--- config.mk ---
export PLATFORM = sky130hd
export DESIGN_NAME = line_fill_seq
export DESIGN_NICKNAME = d
export VERILOG_FILES = /design/src/rtl/line_fill_seq.sv
export SDC_FILE = /design/constraint.sdc
export NUM_CORES = 1
export LEC_CHECK = 0
export ABC_AREA = 1
export CAP_MARGIN = 20
export CORE_AREA = 10 10 244 246
export DETAILED_ROUTE_END_ITERATION = 10
export DIE_AREA = 0 0 254 256
export GPL_TIMING_DRIVEN = 0
export PLACE_DENSITY = 0.65
export RECOVER_POWER = 25
export SYNTH_ARGS = -nofsm -noshare
export SYNTH_HDL_FRONTEND = slang
export SYNTH_SLANG_ARGS = --single-unit
--- constraint.sdc ---
create_clock -name clk -period 4.8 [get_ports clk]
set_clock_uncertainty 0.15 [all_clocks]
set_input_delay 1.44 -clock clk [delete_from_list [all_inputs] [get_ports clk]]
set_output_delay 1.44 -clock clk [all_outputs]
set_load 0.05 [all_outputs]
--- src/rtl/line_fill_seq.sv ---
module line_fill_seq #(
  parameter int ADDR_W     = 32,
  parameter int BEAT_BYTES = 8,
  parameter int LINE_BYTES = 64,
  parameter int MEM_LAT    = 6
) (
  input  logic                    clk,
  input  logic                    rst_n,
  input  logic                    fill_req,
  input  logic [ADDR_W-1:0]       fill_addr,
  output logic                    fill_busy,
  output logic                    bus_req,
  input  logic                    bus_grant,
  output logic                    bus_cmd_valid,
  output logic [ADDR_W-1:0]       bus_cmd_addr,
  input  logic                    bus_rd_valid,
  input  logic [8*BEAT_BYTES-1:0] bus_rd_data,
  output logic [8*LINE_BYTES-1:0] line_data,
  output logic                    fill_done
);
  localparam int DATA_W = 8 * BEAT_BYTES;
  localparam int BEATS  = LINE_BYTES / BEAT_BYTES;
  localparam int OFF_W  = $clog2(LINE_BYTES);
  localparam int BCNT_W = (BEATS > 1) ? $clog2(BEATS) : 1;
  localparam int WCNT_W = (MEM_LAT > 1) ? $clog2(MEM_LAT) : 1;
  localparam logic [ADDR_W-1:0] ALIGN_MASK = ~((ADDR_W'(1) << OFF_W) - ADDR_W'(1));
  localparam logic [BCNT_W-1:0] LAST_BEAT  = BCNT_W'(BEATS - 1);
  localparam logic [WCNT_W-1:0] LAST_WAIT  = WCNT_W'(MEM_LAT - 1);

  typedef enum logic [2:0] {S_IDLE, S_ARB, S_CMD, S_WAIT, S_DATA} state_t;

  state_t                       st_q;
  logic [ADDR_W-1:0]            addr_q;
  logic [WCNT_W-1:0]            wait_q;
  logic [BCNT_W-1:0]            beat_q;
  logic                         done_q;
  logic [BEATS-1:0][DATA_W-1:0] line_q;
  logic                         beat_we;
  logic                         last_beat;

  assign bus_req       = (st_q == S_IDLE && fill_req) || st_q == S_ARB;
  assign bus_cmd_valid = st_q == S_CMD;
  assign bus_cmd_addr  = addr_q;
  assign fill_busy     = st_q != S_IDLE;
  assign fill_done     = done_q;
  assign line_data     = line_q;
  assign beat_we       = st_q == S_DATA && bus_rd_valid;
  assign last_beat     = beat_we && beat_q == LAST_BEAT;

  always_ff @(posedge clk) begin
    if (!rst_n) begin
      st_q   <= S_IDLE;
      addr_q <= '0;
      wait_q <= '0;
      beat_q <= '0;
      done_q <= 1'b0;
    end else begin
      done_q <= last_beat;
      unique case (st_q)
        S_IDLE: if (fill_req) begin
          addr_q <= fill_addr & ALIGN_MASK;
          st_q   <= bus_grant ? S_CMD : S_ARB;
        end
        S_ARB:  if (bus_grant) st_q <= S_CMD;
        S_CMD: begin
          wait_q <= '0;
          st_q   <= S_WAIT;
        end
        S_WAIT: begin
          wait_q <= wait_q + WCNT_W'(1);
          if (wait_q == LAST_WAIT) begin
            beat_q <= '0;
            st_q   <= S_DATA;
          end
        end
        S_DATA: if (beat_we) begin
          beat_q <= beat_q + BCNT_W'(1);
          if (last_beat) st_q <= S_IDLE;
        end
        default: st_q <= S_IDLE;
      endcase
    end
  end

  for (genvar g = 0; g < BEATS; g++) begin : g_lane
    always_ff @(posedge clk) begin
      if (!rst_n)
        line_q[g] <= '0;
      else if (beat_we && beat_q == BCNT_W'(g))
        line_q[g] <= bus_rd_data;
    end
  end

  AST_REQ_HELD: assert property (@(posedge clk) disable iff (!rst_n)
    (bus_req && !bus_grant) |=> (bus_req && !bus_cmd_valid));
  AST_CMD_AFTER_GRANT: assert property (@(posedge clk) disable iff (!rst_n)
    $rose(bus_cmd_valid) |-> $past(bus_req && bus_grant));
  AST_CMD_SINGLE: assert property (@(posedge clk) disable iff (!rst_n)
    bus_cmd_valid |=> !bus_cmd_valid);
  AST_LINE_HOLD: assert property (@(posedge clk) disable iff (!rst_n)
    (st_q == S_WAIT) |=> $stable(line_data));
  AST_DONE_PULSE: assert property (@(posedge clk) disable iff (!rst_n)
    fill_done |=> !fill_done);
  AST_NO_REQ_BUSY: assert property (@(posedge clk) disable iff (!rst_n)
    (st_q inside {S_CMD, S_WAIT, S_DATA}) |-> !bus_req);
endmodule

==> flow_metrics.env <==
export IMPL_grt_use_met2=0.438
export IMPL_regArea_mm2=0.0110
export IMPL_antenna_found_initial=1
export IMPL_grt_pass1_wl_mm=128
export IMPL_slew_viol_final=0
export IMPL_critPathKind="input port to primary output"
export IMPL_grtUsageMet1=0.314
export IMPL_cts_sinks=548
export IMPL_pwr_share_comb=0.126
export IMPL_postCtsHoldBufs=0
export IMPL_die_w_um=254
export IMPL_hold_viol=0
export IMPL_grt_busiest_layer="met2"
export IMPL_postCtsSetupBuffers=0
export IMPL_status="complete, but fails checks"
export IMPL_p_per_area_mw_per_mm2=366
export IMPL_critPathBufInv=3
export IMPL_swShare=0.270
export IMPL_required_ns=3.21
export IMPL_drtPass1Iterations=7
export IMPL_startpoint_type="input port"
export IMPL_mappedNetlistArea_mm2=0.0197
export IMPL_grt_use_met3=0.0664
export IMPL_drt_iter0_drc=1496
export IMPL_fin_util=0.525
export IMPL_overflow=0
export IMPL_max_vdd_ir_drop_uv=334
export IMPL_clk_latency_ns=0.59
export IMPL_place_congestion=0.889
export IMPL_drive_gt1_frac=0.0481
export IMPL_crit_path_end_kind="primary output"
export IMPL_yosysUniqueCellTypes=25
export IMPL_drv_cap=1
export IMPL_drtAntennaViolNets=0
export IMPL_synth_top_family_by_area="simple AND/OR/NAND/NOR gates"
export IMPL_routed_wl_mm=90.3
export IMPL_tns_ns=0
export IMPL_clk_pin_slew_ns=0.06
export IMPL_critical_path_max_stage_delay_ns=0.81
export IMPL_vias=20132
export IMPL_violations="capacitance limit"
export IMPL_cts_root_buf="clkbuf_16"
export IMPL_post_cts_resized=0
export IMPL_startpoint="fill_req"
export IMPL_pwr_share_clk=0.425
export IMPL_crit_family="buffers and inverters"
export IMPL_cp_max_fo=3
export IMPL_pwr_share_seq=0.449
export IMPL_final_nets=3267
export IMPL_synthAdderAreaFrac=0.00508
export IMPL_arrival_ns=2.98
export IMPL_worstReg2RegStart="st_q[0]"
export IMPL_io_pins=649
export IMPL_initial_core_util=0.361
export IMPL_synth_simple_gate_area_frac=0.202
export IMPL_synth_mux_area_frac=0
export IMPL_detail_route_wl_per_cell_um=23.1
export IMPL_dp_hpwl_mm=67.2
export IMPL_die_h_um=256
export IMPL_synth_warnings=0
export IMPL_setup_violations=0
export IMPL_synth_seq_cells=548
export IMPL_crit_path_cell_trace="dlygate4sd3_1 -> o21ai_0 -> inv_1 -> clkdlybuf4s50_1"
export IMPL_p_leak_nw=9.88
export IMPL_fin_crit_ns=4.57
export IMPL_multi_input_area_mm2=0.00739
export IMPL_die_area_mm2=0.0650
export IMPL_avgSynthCellArea_um2=8.03
export IMPL_cp_slowest_cell="clkdlybuf4s50_1"
export IMPL_clockBufferDepth=3
export IMPL_fin_crit_sh=0.953
export IMPL_vias_per_cell=5.16
export IMPL_tritoncts="done"
export IMPL_grtUsageTotal=0.262
export IMPL_cts_max_level=2
export IMPL_core_area_mm2=0.0547
export IMPL_synth_compound_area_frac=0.168
export IMPL_fp_row_count=86
export IMPL_power_switching_mw=2.83
export IMPL_worstMarginPinSlew_ns=1.49
export IMPL_internal_power_mw=7.66
export IMPL_min_from="bus_cmd_addr[18]"
export IMPL_max_freq_mhz=219
export IMPL_area_growth_synth_to_final_pct=45.5
export IMPL_grt_max_degree=14
export IMPL_num_antenna_cells=0
export IMPL_slew_headroom=0.00451
export IMPL_rsz0062_at_grt="false"
export IMPL_fillCellCount=5108
export IMPL_io_buffers=635
export IMPL_syn_inst=2456
export IMPL_hold_path_class="register to register"
export IMPL_synth_xor_area_share=0
export IMPL_numCtsBuffers=57
export IMPL_seq_area_frac_synth=0.557
export IMPL_drc=0
export IMPL_grt_pass1_vias=19130
==> Yosys cell counts <==
cell type	n	area [µm²]
buf_2	36	180
conb_1	1	3.75
nor2_1	718	2700
a21oi_1	161	806
buf_1	1	3.75
nand3_1	140	701
o21ai_1	141	706
a21o_1	1	7.51
inv_2	4	15.0
clkbuf_1	117	439
ha_1	8	100
nor2_4	2	22.5
buf_6	42	473
nand2_2	1	6.26
nand2_1	141	529
clkinv_2	2	10.0
o21ai_0	274	1370
a22oi_1	1	7.51
nand3_2	2	20.0
o22ai_1	1	6.26
nand3_4	1	17.5
dfxtp_1	548	11000
a31oi_1	64	400
inv_1	39	146
buf_4	10	75.1
==> layer usage <==
layer / routed length (µm) / vias to the layer above / share of wire
met1: 36300 / 9621 / 0.40
met3: 7540 / 162 / 0.084
met2: 42700 / 849 / 0.47
met5: 0 / - / 0
li1: - / 9500 / -
met4: 3720 / 0 / 0.041
==> cells in the final DEF, fill, tap and decap left out <==
master	instances
nor2_1	719
clkdlybuf4s50_1	633
dfxtp_1	548
o21ai_0	283
clkbuf_1	162
a21oi_1	161
nand3_1	143
nand2_1	141
o21ai_1	132
a31oi_1	64
clkbuf_16	57
inv_1	40
buf_2	31
buf_6	21
clkbuf_8	14
ha_1	8
buf_4	7
clkinv_2	7
conb_1	6
bufinv_16	4
inv_2	3
clkinvlp_2	2
clkinv_4	2
clkinvlp_4	2
dlygate4sd3_1	2
a21o_1	1
o22ai_1	1
a22oi_1	1
nor2_4	1
nand2_2	1
buf_1	1
buf_8	1
buf_16	1
==> sequential cells by signal, summed over array words and instances (netlist names) <==
register / count
line_data: 512
wait_q: 3
beat_q: 3
fill_done: 1
bus_cmd_addr: 26
st_q: 3
==> stage by stage <==
| stage | power, mW | hold slack (ns) | area [µm²] | setup WS, ns | cells |
|---|---|---|---|---|---|
| 6_report | 10.5 | 0.294 | 28700 | 0.225 | 3904 |
| 5_1_grt | 10.8 | 0.314 | 28700 | 0.156 | 3904 |
| 4_1_cts | 10.6 | 0.296 | 28900 | 0.289 | 3904 |
| 3_5_place_dp | 6.14 | 0.287 | 27000 | 0.290 | 3803 |
| 3_3_place_gp | 6.12 | 0.281 | 27000 | 0.312 | 3800 |
| 2_1_floorplan | 5.58 | 0.272 | 19700 | 1.40 | 2461 |
==> area by class of cell <==
class / count / area share
clock buffers: 86 / 0.0584
well taps: 704 / 0.0307
inverters: 45 / 0.00598
flip-flops and latches: 548 / 0.383
plain buffers: 206 / 0.0347
multi-input cells: 1662 / 0.258
repair buffers: 638 / 0.223
clock inverters: 15 / 0.00655
==> power by group through the flow <==
stage | Clock, mW | Sequential, mW | Combinational (mW)
6_report | 4.46 | 4.71 | 1.32
5_1_grt | 4.69 | 4.72 | 1.40
4_1_cts | 4.50 | 4.71 | 1.33
3_5_place_dp | 0 | 4.81 | 1.33
3_3_place_gp | 0 | 4.81 | 1.31
2_1_floorplan | 0 | 5.13 | 0.459
==> cell families after synthesis <==
kind of cell,after synthesis
adders and majority gates,8
and+or+nand+nor,1005
DFF,548
other,1
buffers and inverters,251
AOI/OAI and AO/OA,643
==> worst register-to-register path, cell delays in order (launching register included) <==
cell	delay, ns
dfxtp_1	0.30
buf_6	0.13
nor2_4	0.16
nand2_2	0.09
nor2_1	0.26
clkbuf_1	0.36
nand3_1	0.20
clkinvlp_2	0.79
clkbuf_1	0.49
nor2_1	0.08
nor2_1	0.14
==> final timing paths <==
kind,slack (ns),endpoint,cells after the start
hold / removal,0.29,bus_cmd_addr[18],2
hold reg to reg,0.29,bus_cmd_addr[18],2
setup / recovery,0.23,bus_req,4
setup reg to reg,1.60,line_data[95],10
No activity file was read; power rests on OpenSTA's default activity.
